==> src/rtl/otp_pkg.sv <==
package otp_pkg;

  localparam int BYTE_W = 8;

  typedef enum logic [2:0] {
    MODE_STANDBY,
    MODE_DISABLE,
    MODE_PROGRAM,
    MODE_VERIFY,
    MODE_SIGNATURE,
    MODE_READ
  } otpMode_t;

  typedef struct packed {
    logic wrEn;     // AND din into the addressed byte
    logic eraseAll; // set the whole array to ones
    logic selSig;   // output source is the identification code
    logic loadOut;  // output register takes data this edge
  } otpStrobe_t;

endpackage

==> src/rtl/otp_ctrl.sv <==
module otp_ctrl #(
  parameter int ACC_LAT = 3,
  parameter int OE_LAT  = 1
) (
  input  logic                 clk,
  input  logic                 rstN,
  input  logic                 ceN,
  input  logic                 oeN,
  input  logic                 vppOn,
  input  logic                 sigSel,
  input  logic                 eraseStb,
  output otp_pkg::otpStrobe_t  strb,
  output logic                 doutEn,
  output logic                 dataValid,
  output logic                 standby
);
  import otp_pkg::*;

  localparam int CE_W = (ACC_LAT < 1) ? 1 : $clog2(ACC_LAT + 1);
  localparam int OE_W = (OE_LAT < 1) ? 1 : $clog2(OE_LAT + 1);
  localparam logic [CE_W-1:0] CE_MAX = CE_W'(ACC_LAT);
  localparam logic [OE_W-1:0] OE_MAX = OE_W'(OE_LAT);

  otpMode_t        mode;
  logic [CE_W-1:0] ceCnt, ceCntNext;
  logic [OE_W-1:0] oeCnt, oeCntNext;
  logic            readLike;
  logic            validNext;

  // Mode decode; the programming supply takes priority over the signature flag
  always_comb begin
    if (ceN)                 mode = MODE_STANDBY;
    else if (oeN && vppOn)   mode = MODE_PROGRAM;
    else if (oeN)            mode = MODE_DISABLE;
    else if (vppOn)          mode = MODE_VERIFY;
    else if (sigSel)         mode = MODE_SIGNATURE;
    else                     mode = MODE_READ;
  end

  assign readLike = (mode == MODE_READ) || (mode == MODE_VERIFY) ||
                    (mode == MODE_SIGNATURE);

  // Saturating counters of consecutive sampled-low edges
  always_comb begin
    if (ceN)                  ceCntNext = '0;
    else if (ceCnt >= CE_MAX) ceCntNext = CE_MAX;
    else                      ceCntNext = ceCnt + 1'b1;

    if (ceN || oeN)           oeCntNext = '0;
    else if (oeCnt >= OE_MAX) oeCntNext = OE_MAX;
    else                      oeCntNext = oeCnt + 1'b1;
  end

  assign validNext = readLike && (ceCntNext >= CE_MAX) && (oeCntNext >= OE_MAX);

  always_comb begin
    strb.eraseAll = eraseStb;
    strb.wrEn     = (mode == MODE_PROGRAM) && !eraseStb;
    strb.selSig   = (mode == MODE_SIGNATURE);
    strb.loadOut  = validNext;
  end

  always_ff @(posedge clk) begin
    if (!rstN) begin
      ceCnt     <= '0;
      oeCnt     <= '0;
      doutEn    <= 1'b0;
      dataValid <= 1'b0;
      standby   <= 1'b1;
    end else begin
      ceCnt     <= ceCntNext;
      oeCnt     <= oeCntNext;
      doutEn    <= readLike;
      dataValid <= validNext;
      standby   <= (mode == MODE_STANDBY);
    end
  end

endmodule

==> src/rtl/otp_datapath.sv <==
module otp_datapath #(
  parameter int                       ADDR_W   = 6,
  parameter logic [otp_pkg::BYTE_W-1:0] MFR_CODE = 8'h20,
  parameter logic [otp_pkg::BYTE_W-1:0] DEV_CODE = 8'h04
) (
  input  logic                       clk,
  input  logic                       rstN,
  input  logic [ADDR_W-1:0]          addr,
  input  logic [otp_pkg::BYTE_W-1:0] din,
  input  otp_pkg::otpStrobe_t        strb,
  output logic [otp_pkg::BYTE_W-1:0] dout
);
  import otp_pkg::*;

  localparam int DEPTH = 1 << ADDR_W;

  logic [BYTE_W-1:0] cells [DEPTH];
  logic [BYTE_W-1:0] sigByte;
  logic [BYTE_W-1:0] arrayByte;

  assign sigByte   = addr[0] ? DEV_CODE : MFR_CODE;
  assign arrayByte = cells[addr];

  // One register per location; reset and erase both return to all ones
  for (genvar g = 0; g < DEPTH; g++) begin : g_cell
    always_ff @(posedge clk) begin
      if (!rstN || strb.eraseAll)
        cells[g] <= '1;
      else if (strb.wrEn && (addr == ADDR_W'(g)))
        cells[g] <= cells[g] & din;
    end
  end

  always_ff @(posedge clk) begin
    if (!rstN)
      dout <= '0;
    else if (strb.loadOut)
      dout <= strb.selSig ? sigByte : arrayByte;
    else
      dout <= '0;
  end

endmodule

==> src/rtl/otp_rom.sv <==
module otp_rom #(
  parameter int         ADDR_W   = 6,
  parameter int         ACC_LAT  = 3,
  parameter int         OE_LAT   = 1,
  parameter logic [7:0] MFR_CODE = 8'h20,
  parameter logic [7:0] DEV_CODE = 8'h04
) (
  input  logic              clk,
  input  logic              rstN,
  input  logic [ADDR_W-1:0] addr,
  input  logic              ceN,
  input  logic              oeN,
  input  logic              vppOn,
  input  logic              sigSel,
  input  logic [7:0]        din,
  input  logic              eraseStb,
  output logic [7:0]        dout,
  output logic              doutEn,
  output logic              dataValid,
  output logic              standby
);
  import otp_pkg::*;

  otpStrobe_t strb;

  otp_ctrl #(.ACC_LAT(ACC_LAT), .OE_LAT(OE_LAT)) u_ctrl (
    .clk(clk), .rstN(rstN), .ceN(ceN), .oeN(oeN), .vppOn(vppOn),
    .sigSel(sigSel), .eraseStb(eraseStb), .strb(strb),
    .doutEn(doutEn), .dataValid(dataValid), .standby(standby)
  );

  otp_datapath #(.ADDR_W(ADDR_W), .MFR_CODE(MFR_CODE), .DEV_CODE(DEV_CODE)) u_dp (
    .clk(clk), .rstN(rstN), .addr(addr), .din(din), .strb(strb), .dout(dout)
  );

endmodule

==> config.mk <==
export PLATFORM = sky130hd
export DESIGN_NAME = otp_rom
export DESIGN_NICKNAME = d
export VERILOG_FILES = /design/src/rtl/otp_pkg.sv /design/src/rtl/otp_ctrl.sv /design/src/rtl/otp_datapath.sv /design/src/rtl/otp_rom.sv
export SDC_FILE = /design/constraint.sdc
export NUM_CORES = 1
export LEC_CHECK = 0
export BUFFER_PORTS_ARGS = -buffer_cell sky130_fd_sc_hd__buf_2
export CAP_MARGIN = 20
export CORE_UTILIZATION = 57
export CTS_CLUSTER_DIAMETER = 60
export DETAILED_ROUTE_END_ITERATION = 8
export GPL_TIMING_DRIVEN = 0
export PLACE_DENSITY = 0.76
export SETUP_SLACK_MARGIN = 0.02
export SLEW_MARGIN = 20
export SYNTH_ARGS = -nofsm -noshare
export SYNTH_HDL_FRONTEND = slang
export SYNTH_HIERARCHICAL = 1
export SYNTH_SLANG_ARGS = --single-unit
==> constraint.sdc <==
create_clock -name clk -period 2.7 [get_ports clk]
set_input_delay 0.405 -clock clk [delete_from_list [all_inputs] [get_ports clk]]
set_output_delay 0.405 -clock clk [all_outputs]
set_load 0.01 [all_outputs]
======== Word level (Yosys, flattened, before mapping) ========
Memories as Yosys holds them, arrays and structs flattened.
Cells that the tools add are included.
word-level totals
  word-level logic and storage cells ...... 554
  bits in writable memories ............... 512
  memories ................................ 1
  output and inout port bits .............. 11
  register bits ........................... 14
  input port bits ......................... 21
cells by class
  add/sub/neg operators ................... 2
  bitwise operators ....................... 128
  mux-type cells .......................... 269
  reduce and logical (&&, ||, !) cells .... 77
  $lt $le $gt $ge ......................... 4
  equality and inequality tests ........... 67
memory list
  name        depth  width  read ports  clocked after memory_dff  wr ports  line                text
  u_dp.cells  64     8      65          0                         64        otp_datapath.sv:17  logic [BYTE_W-1:0] cells [DEPTH];
operators with widths
  operator                                                          number
  8-bit two-way mux                                                 65
  8-bit AND                                                         64
  1-bit two-way mux                                                 197
  6-bit == test (second input constant)                             32
  6-bit by 5-bit == test with 1-bit output (second input constant)  16
  1-bit logical AND                                                 68
  1-bit bitwise OR                                                  64
  6-bit by 4-bit == test with 1-bit output (second input constant)  8
  6-bit by 3-bit == test with 1-bit output (second input constant)  4
  6-bit by 2-bit == test with 1-bit output (second input constant)  2
  3-bit two-way mux                                                 4
  3-bit by 2-bit == test with 1-bit output (second input constant)  2
  3-bit == test (second input constant)                             2
  6-bit by 1-bit == test with 1-bit output (second input constant)  1
  6-bit logical NOT                                                 1
  6-bit two-way mux                                                 1
  2-bit >= comparator (second input constant)                       2
  1-bit logical OR                                                  4
  2-bit two-way mux                                                 2
  3-bit logical NOT                                                 1
  2-bit by 1-bit adder with 2-bit output (second input constant)    1
  1-bit >= comparator (second input constant)                       2
  1-bit logical NOT                                                 2
  2-bit AND reduction                                               1
  1-bit adder (second input constant)                               1

======== Depth between registers and ports, before layout ========
Gate-level depths: netlist (run 1).
  depth after elaboration ................. 12
  depth in mapped cells ................... 10
  mapped depth without buffers ............ 7

======== Hierarchy ========
The synthesis (run 1) kept the hierarchy.
modules (own cells, without submodules)
  module        instances  area an instance (um^2)  sequential area each (um^2)  cells an instance
  otp_datapath  1          24787.5                  15534.9                      2007
  otp_ctrl      1          193.9                    100.1                        18

======== Worst setup path after synthesis (run 1) ========
Ideal clock, no wire load.
  path kind ............................... in2reg
  start point ............................. input addr[1]
  end point ............................... memory u_dp.cells[61][0] (enable)
  buffers on the path ..................... 5
  cell stages on the path ................. 8
  path slack .............................. -0.001 ns
  library setup time ...................... 0.384 ns
  arrival time ............................ 2.317 ns
  required time ........................... 2.316 ns
  path through ............................ buf_4 buf_6 buf_4 buf_2 buf_4 nor2_2 nand3_2 o21ai_0
RTL lines
  what         line                text
  from (decl)  otp_rom.sv:10       input logic [ADDR_W-1:0] addr,
  to (decl)    otp_datapath.sv:17

==> impl_metrics.json, run 1 <==
{
  "design_area_um2": 28100,
  "place_congestion": 1.02,
  "cts_tree": "built",
  "drt_pass1_iterations": 6,
  "placementRows": 76,
  "slew_violations": 0,
  "worstPathArrival_ns": 3.16,
  "wl_um": 77700,
  "clk_latency_ns": 0.61,
  "worst_pin_slew_ns": 1.17,
  "cts_root_buffer": "clkbuf_16",
  "power_leakage_nw": 8.30,
  "finalNetCount": 2129,
  "report.final.setup_viol": 200,
  "grt_use_total_pct": 35.3,
  "power_w": 0.0170,
  "antenna_found_initial": 2,
  "die_x_um": 211,
  "worst_slack_ns": -0.213,
  "cp-end-kind": "flop",
  "clockPowerShare_pct": 41.1,
  "cts_max_path_buffers": 3,
  "drv_cap": 0,
  "cell_internal_pwr_w": 0.0131,
  "failed_checks": "negative setup slack",
  "viasPerCell": 6.67,
  "reg2reg_from": "u_ctrl/ceCnt[1]$_SDFF_PN0_",
  "power_density_nw_per_um2": 606,
  "fin_crit_ns": 2.91,
  "hold_viol_final": 0,
  "layout_common_cells": "nand2_1, edfxtp_1, mux4_2, a21o_1, clkbuf_1",
  "synth_edf_count": 512,
  "crit_required_ns": 2.95,
  "avgSynthCellArea_um2": 12.3,
  "cts_buffers": 53,
  "yosysWarnings": 6,
  "rr_worst_depth": 7,
  "max-slew-margin-rel_pct": 22.0,
  "grt_max_degree": 15,
  "seq_power_share_pct": 52.4,
  "ys.flop_type": "edfxtp_1",
  "dieArea_um2": 44700,
  "final_common_cell": "nand2_1",
  "dp_hpwl_um": 54000,
  "holdCritStartpoint": "rstN",
  "async_flop_share_pct": 0,
  "drtAntennaViolNets": 0,
  "reg2reg_slack_ns": 0.15,
  "fin_crit_sh_pct": 108,
  "antenna_cells": 0,
  "switching_power_w": 0.00396,
  "syn_nets": 2046,
  "grt_pass1_vias": 17200,
  "rr_endpoint": "u_dp/dout[6]$_SDFF_PP0_",
  "yosysSeqAreaShare_pct": 62.6,
  "synthesis.area_um2": 25000,
  "initial_core_util_pct": 57.9,
  "netlist_instances": 2025,
  "hp-class": "in2reg",
  "synth_cell_type_count": 46,
  "min_path_cells": 2,
  "combPwrFrac_pct": 6.5,
  "chipHeight_um": 211,
  "fmax_mhz": 343,
  "cp_max_fo": 10,
  "drive_gt1_share_pct": 16.7,
  "overflow": 0,
  "holdPathEnd": "u_ctrl/standby$_SDFF_PN1_",
  "cts.sinks": 525,
  "htreeDepth": 2,
  "drt_iter0_markers": 2937,
  "rsz0062_at_grt": "true",
  "drc_errors": 0,
  "peakVddDrop_mv": 0.467,
  "core_area_um2": 43200,
  "criticalPathCategory": "in2reg",
  "vias": 18300,
  "finClkSkew_ns": 0.0116,
  "io_buffers": 21,
  "p_sw_share_pct": 23.3,
  "clk_pin_slew_ns": 0.06,
  "wl_per_cell_um": 28.4,
  "status": "finished, violations left",
  "ios": 32,
  "postPlaceCellArea_um2": 25900,
  "critPathLaunchType": "primary input",
  "area_growth_pct": 12.4,
  "grt_pass1_wl_um": 113000,
  "synth_seq_cells": 525
}
cells in the mapped netlist, types with 4 or more instances:
cell type / count / share of area [%]
nand2b_1: 4 / 0.10
a21o_1: 88 / 2.6
nor2b_1: 19 / 0.48
buf_2: 14 / 0.28
a211oi_1: 11 / 0.33
mux4_2: 101 / 9.1
mux2i_1: 23 / 0.92
nor2_2: 5 / 0.13
o22ai_1: 12 / 0.30
nor3_1: 8 / 0.16
buf_4: 13 / 0.39
o21ai_0: 65 / 1.3
dfxtp_1: 13 / 1.0
nor2_1: 64 / 0.96
mux4_1: 33 / 3.5
nand4_1: 4 / 0.10
clkbuf_1: 80 / 1.2
buf_6: 7 / 0.32
a211o_1: 8 / 0.28
nand3_1: 25 / 0.50
nand2_1: 872 / 13
edfxtp_1: 512 / 62
buf_1: 6 / 0.090
a2111oi_0: 4 / 0.14
state kept, by name, summed over array words and instances (netlist names):
signal and cells:
u_ctrl/dataValid 1, u_dp/cells 512, u_ctrl/ceCnt 2, u_dp/dout 8, u_ctrl/standby 1, u_ctrl/doutEn 1
how the worst max path moves through the flow:
stage	endpoint	from
final	u_dp/cells[22][7]$_SDFFCE_PN1P_	addr[1]
after global routing	u_dp/cells[34][4]$_SDFFCE_PN1P_	addr[1]
after CTS	u_dp/cells[50][6]$_SDFFCE_PN1P_	addr[1]
after detailed placement	u_dp/cells[15][6]$_SDFFCE_PN1P_	addr[1]
after global placement	u_dp/cells[7][0]$_SDFFCE_PN1P_	addr[1]
after floorplan	u_dp/cells[61][0]$_SDFFCE_PN1P_	addr[1]
critical path: stages:
cell and delay, ns:
buf_4 0.23, buf_6 0.23, buf_4 0.31, buf_6 0.26, nor2b_1 0.15, clkbuf_1 0.30
nand2_1 0.56, o21ai_2 0.70
power groups by stage:
stage	Combinational (W)	Clock [W]	Sequential [W]
floorplan	0.000609	0	0.00909
global placement	0.000982	0	0.00910
detailed placement	0.00101	0	0.00909
CTS	0.00105	0.00703	0.00891
global route	0.00115	0.00735	0.00891
finish	0.00111	0.00699	0.00891
cell type report:
cell class                      instances  area (um^2)
Clock inverter                         24          116
Timing Repair Buffer                   28          155
Clock buffer                           73         1510
Sequential cell                       525        15600
Multi-Input combinational cell       1374         9290
Buffer                                122          626
Fill cell                            3136        15100
Tap cell                              585          732
Inverter                                4         15.0
stage by stage:
stage          utilization (%)  setup TNS, ns  setup slack [ns]  cells  hold slack [ns]
4_1_cts                   64.6          -3.62           -0.0746   2735           0.0238
3_5_place_dp              59.9        -700.76             -1.41   2635            0.443
6_report                  65.0         -21.25            -0.213   2735           0.0430
5_1_grt                   65.0         -26.55            -0.229   2735           0.0369
3_3_place_gp              59.8        -813.35             -1.53   2631            0.419
2_1_floorplan                -        -0.0159         -0.000995   2025            0.408
logic make-up (layout without fill, tap and decap cells):
| family | Yosys count | count (layout) | synth area share, % |
|---|---|---|---|
| multiplexers | 157 | 157 | 13.5 |
| AND/OR/NAND/NOR | 1017 | 1017 | 16.1 |
| AO/OA/AOI/OAI | 200 | 200 | 5.36 |
| flip-flops | 525 | 525 | 62.6 |
| buffers and inverters | 126 | 251 | 2.50 |
repair_timing:
action                                  CTS  global route
gates cloned                              0             0
hold buffers                              0             0
gates resized for setup                 112            50
endpoints found under the setup margin  677           475
buffers inserted                          3             0
metal layers:
metal	routed length [um]	track usage [%]	vias to the layer above
met3	10800	10.3	206
met5	27	0	-
met2	35200	52.7	1496
li1	-	-	7516
met4	3770	17.0	4
met1	27900	47.9	9032
(Power assumes the default switching activity.)
==> run 2, diff against run 1 <==
CORE_UTILIZATION = 59   (was 57)
PLACE_DENSITY = 0.75   (was 0.76)
clock period = 3.1 ns   (was 2.7 ns; I/O delays follow)
==> run 2 against run 1 <==
- the run ends with design-rule violations, negative setup slack left
- power is 10% lower
- utilization is 1.3 points higher
- sequential share of layout area is 0.59 points higher
- routed wire length is 1.9% lower
- cell count is 1.7% lower
- clock-buffer cell count is 4 lower
- largest power group unchanged
==> impl_metrics.json, run 2 (synthesized netlist as in run 1, its figures left out) <==
{
  "status": "finished, violations left",
  "failed_checks": "design-rule violations, negative setup slack",
  "slew_violations": 0,
  "wl_um": 76200,
  "final_common_cell": "nand2_1",
  "power_density_nw_per_um2": 550,
  "cts_max_path_buffers": 3,
  "report.final.setup_viol": 122,
  "hold_viol_final": 0,
  "max_flop_register": "u_dp/cells",
  "largest_register_ffs": 512,
  "rsz0062_at_grt": "true",
  "htreeDepth": 2,
  "fin_crit_sh_pct": 105,
  "top_regs": "u_dp/cells x512, u_dp/dout x8, u_ctrl/ceCnt x2",
  "cts_buffers": 54,
  "grt_max_degree": 15,
  "overflow": 0,
  "dpl_worst_slack_ns": -1.06,
  "worst_slack_ns": -0.160,
  "peakVddDrop_mv": 0.514,
  "cp_max_fo": 10,
  "combPwrFrac_pct": 6.0,
  "cts_root_buffer": "clkbuf_16",
  "io_buffers": 21,
  "power_leakage_nw": 8.30,
  "switching_power_w": 0.00346,
  "postPlaceCellArea_um2": 25800,
  "reg2reg_slack_ns": 0.46,
  "holdPathEnd": "u_ctrl/standby$_SDFF_PN1_",
  "area_growth_pct": 11.2,
  "clockPowerShare_pct": 43.1,
  "min_path_cells": 2,
  "core_area_um2": 41900,
  "p_sw_share_pct": 22.6,
  "crit_required_ns": 3.33,
  "holdCritStartpoint": "rstN",
  "rr_endpoint": "u_dp/dout[6]$_SDFF_PP0_",
  "worstPathArrival_ns": 3.49,
  "chipHeight_um": 208,
  "drtAntennaViolNets": 0,
  "critPathLaunchType": "primary input",
  "drt_iter0_markers": 2700,
  "reg2reg_from": "u_ctrl/ceCnt[1]$_SDFF_PN0_",
  "drv_cap": 0,
  "seq_power_share_pct": 50.8,
  "cts.sinks": 525,
  "viasPerCell": 6.70,
  "dp.cells": 2587,
  "antenna_cells": 0,
  "cp_slowest_cell": "o21ai_1",
  "cell_internal_pwr_w": 0.0118,
  "holdBufCountCts": 0,
  "clk_pin_slew_ns": 0.06,
  "worst_pin_slew_ns": 1.19,
  "layout_common_cells": "nand2_1, edfxtp_1, mux4_2, clkbuf_1, a21o_1",
  "fmax_mhz": 307,
  "drt_pass1_iterations": 8,
  "rr_worst_depth": 7,
  "place_congestion": 1.03,
  "design_area_um2": 27800,
  "dp_hpwl_um": 53900,
  "drive_gt1_share_pct": 13.9,
  "cpMostUsedCell": "clkbuf_1",
  "finClkSkew_ns": 0.00944,
  "clk_latency_ns": 0.61,
  "max_stage_delay_ns": 0.76,
  "grt_pass1_wl_um": 112000,
  "finalSetupTns_ns": -10.73,
  "cp-end-kind": "flop",
  "power_w": 0.0153,
  "fin_crit_ns": 3.26,
  "dieArea_um2": 43200,
  "die_x_um": 208,
  "wl_per_cell_um": 28.3,
  "drc_errors": 1,
  "finalNonFillerCells": 2689,
  "max-slew-margin-rel_pct": 20.7,
  "cp_cell_sequence": "buf_2 > buf_1 > clkbuf_1 > nand3_1 > clkbuf_1 > o21ai_1",
  "grt_pass1_vias": 17300,
  "cts_tree": "built",
  "antenna_found_initial": 2,
  "initial_core_util_pct": 59.7,
  "vias": 18000,
  "criticalPathCategory": "in2reg",
  "hp-class": "in2reg",
  "finalNetCount": 2127,
  "placementRows": 75,
  "ios": 32,
  "grt_use_total_pct": 35.9
}
run 2: cell type report:
class / instances / area (um^2)
Multi-Input combinational cell: 1374 / 8910
Clock inverter: 31 / 292
Timing Repair Buffer: 25 / 135
Clock buffer: 69 / 1500
Sequential cell: 525 / 15600
Fill cell: 2977 / 14100
Inverter: 4 / 15.0
Buffer: 122 / 611
Tap cell: 539 / 674
run 2: metrics by stage:
step	hold WS (ns)	utilization (%)
floorplan	0.408	-
global placement	0.419	61.6
detailed placement	0.423	61.6
CTS	0.0806	66.0
global route	0.0949	66.4
finish	0.101	66.4
run 2: worst max-delay path by stage:
stage	from	end	slack, ns
finish	addr[5]	u_dp/cells[57][3]$_SDFFCE_PN1P_	-0.16
global route	addr[1]	u_dp/cells[62][5]$_SDFFCE_PN1P_	-0.21
CTS	addr[1]	u_dp/cells[43][4]$_SDFFCE_PN1P_	-0.18
detailed placement	addr[3]	u_dp/cells[45][6]$_SDFFCE_PN1P_	-1.06
global placement	addr[1]	u_dp/cells[55][3]$_SDFFCE_PN1P_	-1.09
floorplan	addr[1]	u_dp/cells[61][0]$_SDFFCE_PN1P_	0.34
run 2: power groups by stage:
stage	Combinational (W)	Clock, W	Sequential, W
2_1_floorplan	0.000530	0	0.00792
6_report	0.000924	0.00659	0.00776
5_1_grt	0.000965	0.00691	0.00776
3_5_place_dp	0.000874	0	0.00792
3_3_place_gp	0.000852	0	0.00792
4_1_cts	0.000885	0.00665	0.00777
run 2: per-layer routing:
metal	global-route usage [%]	up-vias	routed length, um
met2	53.1	1461	34400
met1	49.0	8810	27000
met4	18.2	4	4130
li1	-	7512	-
met5	0	-	25
met3	10.3	236	10700
run 2: timing repair:
| item | CTS | global route |
|---|---|---|
| endpoints found under the setup margin | 169 | 432 |
| pin swaps | 0 | 1 |
| resized for setup | 20 | 36 |
| setup buffers | 0 | 2 |
run 2: critical path: cells and delay by family:
family / cells / cell delay (ns)
AND/OR/NAND/NOR: 1 / 0.52
buffers and inverters: 4 / 1.73
AO/OA/AOI/OAI: 1 / 0.76
